`src/rtl/cc_pkg.sv`:
```
package cc_pkg;
   localparam int unsigned NFLAG = 3;
   localparam int unsigned OPC_W = 3;

   typedef enum logic [OPC_W-1:0] {
      OPC_NONE   = 3'd0,
      OPC_ARITH  = 3'd1,
      OPC_LOAD   = 3'd2,
      OPC_LEA    = 3'd3,
      OPC_STORE  = 3'd4,
      OPC_BRANCH = 3'd5,
      OPC_JUMP   = 3'd6,
      OPC_TRAP   = 3'd7
   } op_class_e;

   localparam logic [NFLAG-1:0] FLG_N = 3'b100;
   localparam logic [NFLAG-1:0] FLG_Z = 3'b010;
   localparam logic [NFLAG-1:0] FLG_P = 3'b001;
endpackage

```
`src/rtl/cc_sign_class.sv`:
```
module cc_sign_class
   import cc_pkg::*;
#(
   parameter int unsigned DATA_W = 16
) (
   input  logic [DATA_W-1:0] value,
   output logic [NFLAG-1:0]  cls
);
   localparam int unsigned MSB = DATA_W - 1;

   initial begin
      if (DATA_W < 2) $error("cc_sign_class: DATA_W must be at least 2");
   end

   logic is_zero;
   assign is_zero = (value == '0);

   always_comb begin
      if (value[MSB])   cls = FLG_N;
      else if (is_zero) cls = FLG_Z;
      else              cls = FLG_P;
   end

   always_comb begin
      AST_CLASS_ONEHOT: assert ($onehot(cls));
   end
endmodule

```
`src/rtl/cc_flag_reg.sv`:
```
module cc_flag_reg
   import cc_pkg::*;
#(
   parameter logic [NFLAG-1:0] RESET_FLAGS = FLG_Z
) (
   input  logic             clk,
   input  logic             rst_n,
   input  logic             upd,
   input  logic [NFLAG-1:0] nxt,
   output logic [NFLAG-1:0] q
);
   initial begin
      if ($countones(RESET_FLAGS) != 1) $error("cc_flag_reg: reset value must be one-hot");
   end

   always_ff @(posedge clk) begin
      if (!rst_n)   q <= RESET_FLAGS;
      else if (upd) q <= nxt;
   end

   AST_FLAGS_ONEHOT: assert property (@(posedge clk) disable iff (!rst_n)
      $onehot(q));
   AST_HOLD_NO_UPD: assert property (@(posedge clk) disable iff (!rst_n)
      !upd |=> $stable(q));
   AST_LOAD_VALUE: assert property (@(posedge clk) disable iff (!rst_n)
      upd |=> q == $past(nxt));
endmodule

```
`src/rtl/cc_branch_cmp.sv`:
```
module cc_branch_cmp
   import cc_pkg::*;
#(
   parameter int unsigned INSTR_W  = 16,
   parameter int unsigned OPC_BITS = 4,
   parameter logic [OPC_BITS-1:0] BR_OPC = '0,
   parameter bit          REGISTERED_OUT = 1'b0
) (
   input  logic               clk,
   input  logic               rst_n,
   input  logic [INSTR_W-1:0] instr,
   input  logic [NFLAG-1:0]   flags,
   output logic               taken
);
   localparam int unsigned OPC_LSB  = INSTR_W - OPC_BITS;
   localparam int unsigned MASK_LSB = OPC_LSB - NFLAG;

   initial begin
      if (INSTR_W < OPC_BITS + NFLAG) $error("cc_branch_cmp: instruction too narrow");
   end

   logic                is_br;
   logic [NFLAG-1:0]    mask;
   logic [NFLAG-1:0]    hit;
   logic                raw;

   assign is_br = (instr[INSTR_W-1:OPC_LSB] == BR_OPC);
   assign mask  = instr[OPC_LSB-1:MASK_LSB];

   for (genvar g = 0; g < NFLAG; g++) begin : g_hit
      assign hit[g] = mask[g] & flags[g];
   end

   assign raw = is_br & (|hit);

   generate
      if (REGISTERED_OUT) begin : g_reg
         always_ff @(posedge clk) begin
            if (!rst_n) taken <= 1'b0;
            else        taken <= raw;
         end
      end else begin : g_comb
         assign taken = raw;
         always_comb begin
            if (!is_br) AST_NO_BR_NON_OPC: assert (!taken);
            if (is_br && mask == '1 && $onehot(flags)) AST_ALWAYS_111: assert (taken);
            if (mask == '0) AST_NEVER_000: assert (!taken);
         end
      end
   endgenerate
endmodule

```
`src/rtl/cc_branch_eval.sv`:
```
module cc_branch_eval
   import cc_pkg::*;
#(
   parameter int unsigned DATA_W  = 16,
   parameter int unsigned INSTR_W = 16,
   parameter int unsigned PSW_W   = 16
) (
   input  logic               clk,
   input  logic               rst_n,
   input  logic               wr_en,
   input  logic [OPC_W-1:0]   op_class,
   input  logic [DATA_W-1:0]  wr_data,
   input  logic [INSTR_W-1:0] instr,
   output logic [NFLAG-1:0]   flags,
   output logic               br_taken,
   output logic [PSW_W-1:0]   psw
);
   initial begin
      if (PSW_W < NFLAG) $error("cc_branch_eval: PSW too narrow");
   end

   logic             writes_reg;
   logic             upd;
   logic [NFLAG-1:0] cls;

   always_comb begin
      unique case (op_class_e'(op_class))
         OPC_ARITH, OPC_LOAD, OPC_LEA: writes_reg = 1'b1;
         default:                      writes_reg = 1'b0;
      endcase
   end

   assign upd = wr_en & writes_reg;

   cc_sign_class #(.DATA_W(DATA_W)) u_cls (
      .value (wr_data),
      .cls   (cls)
   );

   cc_flag_reg #(.RESET_FLAGS(FLG_Z)) u_flg (
      .clk   (clk),
      .rst_n (rst_n),
      .upd   (upd),
      .nxt   (cls),
      .q     (flags)
   );

   cc_branch_cmp #(.INSTR_W(INSTR_W), .OPC_BITS(4), .BR_OPC(4'b0000), .REGISTERED_OUT(1'b0)) u_cmp (
      .clk   (clk),
      .rst_n (rst_n),
      .instr (instr),
      .flags (flags),
      .taken (br_taken)
   );

   assign psw = {{(PSW_W-NFLAG){1'b0}}, flags};

   AST_NONWRITER_HOLDS: assert property (@(posedge clk) disable iff (!rst_n)
      (wr_en && !(op_class inside {3'd1, 3'd2, 3'd3})) |=> $stable(flags));
   AST_NEG_SETS_N: assert property (@(posedge clk) disable iff (!rst_n)
      (upd && wr_data[DATA_W-1]) |=> flags == FLG_N);
   AST_PSW_UPPER_ZERO: assert property (@(posedge clk) disable iff (!rst_n)
      psw[PSW_W-1:NFLAG] == '0);
endmodule

```
`config.mk`:
```
export PLATFORM = sky130hd
export DESIGN_NAME = cc_branch_eval
export DESIGN_NICKNAME = d
export VERILOG_FILES = /design/src/rtl/cc_pkg.sv /design/src/rtl/cc_sign_class.sv /design/src/rtl/cc_flag_reg.sv /design/src/rtl/cc_branch_cmp.sv /design/src/rtl/cc_branch_eval.sv
export SDC_FILE = /design/constraint.sdc
export NUM_CORES = 1
export LEC_CHECK = 0
export ABC_AREA = 1
export ABC_CLOCK_PERIOD_IN_PS = 800
export BUFFER_PORTS_ARGS = -buffer_cell sky130_fd_sc_hd__buf_2
export CELL_PAD_IN_SITES_DETAIL_PLACEMENT = 0
export CELL_PAD_IN_SITES_GLOBAL_PLACEMENT = 1
export CORE_MARGIN = 5
export CORE_UTILIZATION = 13
export CTS_CLUSTER_SIZE = 8
export DETAILED_ROUTE_END_ITERATION = 10
export PLACE_DENSITY = 0.8
export SETUP_SLACK_MARGIN = 0.02
export SLEW_MARGIN = 20
export SYNTH_ARGS = -nofsm -noshare
export SYNTH_HDL_FRONTEND = slang
export SYNTH_SLANG_ARGS = --single-unit
```
`constraint.sdc`:
```
create_clock -name clk -period 0.8 [get_ports clk]
set_input_delay 0.12 -clock clk [delete_from_list [all_inputs] [get_ports clk]]
set_output_delay 0.12 -clock clk [all_outputs]
set_load 0.01 [all_outputs]
```
# Yosys cells after proc, flatten, opt, wreduce, memory -nomap -nowiden
# Index checks and enable logic that the tools add are counted.
dict set report totals {
  register_bits 3
  input_bits 38
  word_cells 16
}
dict set report classes {
  n_eq_ne 3
  n_reduce_logical 4
  muxes 3
  bitwise_logic 5
}
# op count
set op_table {}
lappend op_table {{$logic_not A16 Y1} 1}
lappend op_table {{$eq A3 B2 Y1 const B} 2}
lappend op_table {{$reduce_or A3 Y1} 2}
lappend op_table {{$and A1 B1 Y1} 5}
lappend op_table {{$logic_not A4 Y1} 1}
lappend op_table {{$eq A3 B1 Y1 const B} 1}
lappend op_table {{$mux W3} 1}
lappend op_table {{$mux W2} 1}
lappend op_table {{$mux W1} 1}

# Depth between registers and ports, before layout
dict set report logic_depth {
  word_depth 4
  depth_mapped 6
  depth_no_buf 6
}

# Hierarchy
# From an unflattened synthesis, not the netlist that was laid out.
dict set report unflattened {
  hier_cells 65
  hier_area_um2 364.1
}
# mod cells_each seq_area_each_um2 area_per_inst_um2 n_inst
set modules_own_cells {}
lappend modules_own_cells {cc_branch_eval 21 0.0 138.9 1}
lappend modules_own_cells {cc_flag_reg 17 60.1 113.9 1}
lappend modules_own_cells {cc_sign_class 17 0.0 71.3 1}
lappend modules_own_cells {cc_branch_cmp 10 0.0 40.0 1}

# Least setup slack after synthesis
# OpenSTA, ideal clock, no wires.
dict set report synth_timing {
  path_type {register -> output}
  startpoint {register u_flg.q[0]}
  endpoint {output port br_taken}
  path_stages_with_launch 3
  path_slack_ps -35
  n_path_buf 0
  arrival_ps 715
  required_ps 680
  path_cell_list {dfxtp_1 > nand2_1 > a31oi_1}
}
dict set report synth_via {
  elab_chain_len 3
}
# item line
set synth_lines {}
lappend synth_lines {{start: declaration} cc_flag_reg.sv:10} ;# output logic [NFLAG-1:0] q
lappend synth_lines {{start signal: assignment} cc_flag_reg.sv:18} ;# else if (upd) q <= nxt;
lappend synth_lines {{$and A1 B1 Y1} cc_branch_cmp.sv:31} ;# assign hit[g] = mask[g] & flags[g];
lappend synth_lines {{$reduce_or A3 Y1} cc_branch_cmp.sv:34} ;# assign raw = is_br & (|hit);
lappend synth_lines {{$and A1 B1 Y1} cc_branch_cmp.sv:34}
lappend synth_lines {{end: declaration} cc_branch_eval.sv:15} ;# output logic br_taken,
# Every way passes these cells.

# Final worst setup path
dict set report layout_timing {
  startpoint {register u_flg.q[1]}
  endpoint {output port br_taken}
}
# The elaborated chain is that of the path after synthesis.

==> impl_metrics.tcl <==
set metrics [dict create \
    status "finished with violations" \
    dp_hpwl_um 899 \
    io_buffer_count 35 \
    fin_nets 135 \
    required_ps 680 \
    fmax_mhz 972 \
    intPower_mw 0.466 \
    synth.top_cell.area_share_pct 34.9 \
    ant_nets 0 \
    die-area_sq_um 3780 \
    startpoint_type "flop" \
    dp_slack_ps -35.3 \
    antenna_cells 0 \
    std_cell_rows 18 \
    wl_per_cell_um 7.78 \
    post-route-util_pct 24.2 \
    pwr-share-seq_pct 25.3 \
    numCtsBuffers 3 \
    synth.distinct_cells 14 \
    setup_viol 8 \
    area_growth_pct 75.6 \
    register_area_sq_um 63.8 \
    cap_violations 0 \
    violations "negative setup slack" \
    yosysTopAreaCell "buf_4" \
    period_share_pct 129 \
    clock_path_buffers 2 \
    finalHoldViolCount 0 \
    crit_arrival_ps 910 \
    cts_tree "done" \
    pwr-share-comb_pct 33.8 \
    synth-seq-cells 3 \
    clock_latency_ps 230 \
    drtPass1Iterations 2 \
    final_cells 126 \
    period_needed_ps 1030 \
    cts.sinks 3 \
    root_buffer "clkbuf_4" \
    pwr-share-clk_pct 40.9 \
    multi_input_area_sq_um 213 \
    floorplan.initialDensity_pct 13.8 \
    p_per_area_nw_per_um2 1090 \
    yosys-top-cells-area "buf_4 (35%), dfxtp_1 (17%), nand2_1 (13%)" \
    rsz0062_at_grt "true" \
    ys.warnings.count 0 \
    clock_skew_ps 0 \
    core_sq_um 2500 \
    grt_max_degree 5 \
    drive_gt1_share_pct 56.3 \
    largest_registers "u_flg.q x3" \
    drv_slew 0 \
    power_leakage_nw 0.321 \
    post-route-worst-setup-slack_ps -229 \
    crit_type "flop to output pin" \
    grt.total_usage_pct 4.98 \
    drt_wl_total_um 980 \
    ios 58 \
    grt_first_pass_wirelength_um 1370 \
    routed_via_density 3.37 \
    irDropWorstVdd_mv 0.462 \
    cts-htree-levels 1 \
    num-fill-cells 291 \
    remaining_drc_errors 0 \
    drtIter0Drc 11 \
    switchingPower_mw 0.190 \
    postSynthAreaPerCell_sq_um 6.26 \
    grt_overflow_total 0 \
    cts-hold-fix-buffers 0 \
    seq_area_frac_synth_pct 17.5 \
    holdWs_ps 174 \
    path_clk_slew_ps 40 \
    setup.worst_path.end_class "output pin" \
    place_inst 120 \
    synthCells 55 \
    hp-class "input pin to flop" \
    largest_reg_flops 3 \
    grt_pass1_vias 372 \
    die_w_um 61.4 \
    top_register "u_flg.q" \
    critPathMaxFanout 2 \
    place_congestion 0.713 \
    die_y_um 61.4 \
    sw_frac_of_total_pct 29.0 \
    netlist_area_sq_um 344 \
    antenna_found_initial 0 \
    vias 425 \
]
==> metal layers <==
| layer | vias up | part of all wire (%) | track usage [%] |
|---|---|---|---|
| met3 | 2 | 19 | 1.68 |
| met5 | - | 0 | 0 |
| li1 | 222 | - | - |
| met4 | 0 | 2.1 | 4.55 |
| met1 | 169 | 31 | 4.57 |
| met2 | 32 | 47 | 8.61 |
==> synthesized netlist by cell type <==
library cell	number
buf_4	16
nand2_1	12
nor2_1	12
dfxtp_1	3
inv_1	3
a211oi_1	1
a21oi_1	1
a21oi_2	1
a31oi_1	1
conb_1	1
nand3_1	1
nor2_2	1
nor2_4	1
o21ai_2	1
==> placed cells by master, fill, tap and decap left out <==
cell type	instances
o21ai_2	1
nand3_1	1
a21oi_2	2
conb_1	13
inv_1	3
buf_6	6
nor2_2	1
dfxtp_2	3
buf_4	4
buf_2	31
clkbuf_1	1
a31oi_2	1
nor2_1	12
nand2_1	12
nor2_4	1
clkbuf_4	3
a211oi_2	1
==> path summary, 6_finish.rpt <==
check | startpoint | endpoint | slack (ps) | cells after the start
hold reg to reg | u_flg.q[2] | u_flg.q[2] | 600 | 3
hold / removal | rst_n | u_flg.q[0] | 170 | 3
setup / recovery | u_flg.q[1] | br_taken | -230 | 3
setup reg to reg | u_flg.q[1] | u_flg.q[1] | -110 | 5
==> power groups by stage <==
| stage | Clock (mW) | Sequential, mW | Combinational [mW] |
|---|---|---|---|
| final | 0.268 | 0.166 | 0.222 |
| after detailed placement | 0 | 0.168 | 0.188 |
| after global placement | 0 | 0.168 | 0.185 |
| after global routing | 0.294 | 0.167 | 0.244 |
| after CTS | 0.283 | 0.167 | 0.213 |
| after floorplan | 0 | 0.174 | 0.132 |
==> stage by stage <==
| step | power [mW] | TNS, ps | area (sq um) |
|---|---|---|---|
| 2_1_floorplan | 0.307 | 0 | 398 |
| 3_3_place_gp | 0.353 | -23.6 | 520 |
| 3_5_place_dp | 0.357 | -49.6 | 520 |
| 4_1_cts | 0.662 | -1010 | 588 |
| 5_1_grt | 0.705 | -1260 | 604 |
| 6_report | 0.656 | -1000 | 604 |
==> cell type report <==
class | count | share of cell area [%]
Inverter | 3 | 1.86
Multi-Input combinational cell | 45 | 35.2
Sequential cell | 3 | 10.6
Timing Repair Buffer | 41 | 41.8
Clock buffer | 4 | 4.35
Tap cell | 30 | 6.21
==> repair_timing <==
item | 4_1_cts | 5_1_grt
resized for setup | 7 | 3
setup endpoints to repair | 8 | 9
pin swaps | 2 | 0
gates cloned | 0 | 0
setup buffers | 1 | 2
==> critical path, cell delays in order (launching register included) <==
cell	delay [ps]
dfxtp_2	310
nand2_1	50
a31oi_2	170
buf_2	150
==> cell families after synthesis <==
| family | after synthesis | synth area share, % |
|---|---|---|
| buffers and inverters | 19 | 38.2 |
| and+or+nand+nor | 27 | 32.7 |
| other | 1 | 1.09 |
| DFF | 3 | 17.5 |
| AOI/OAI and AO/OA | 5 | 10.5 |
(Power assumes the default switching activity.)
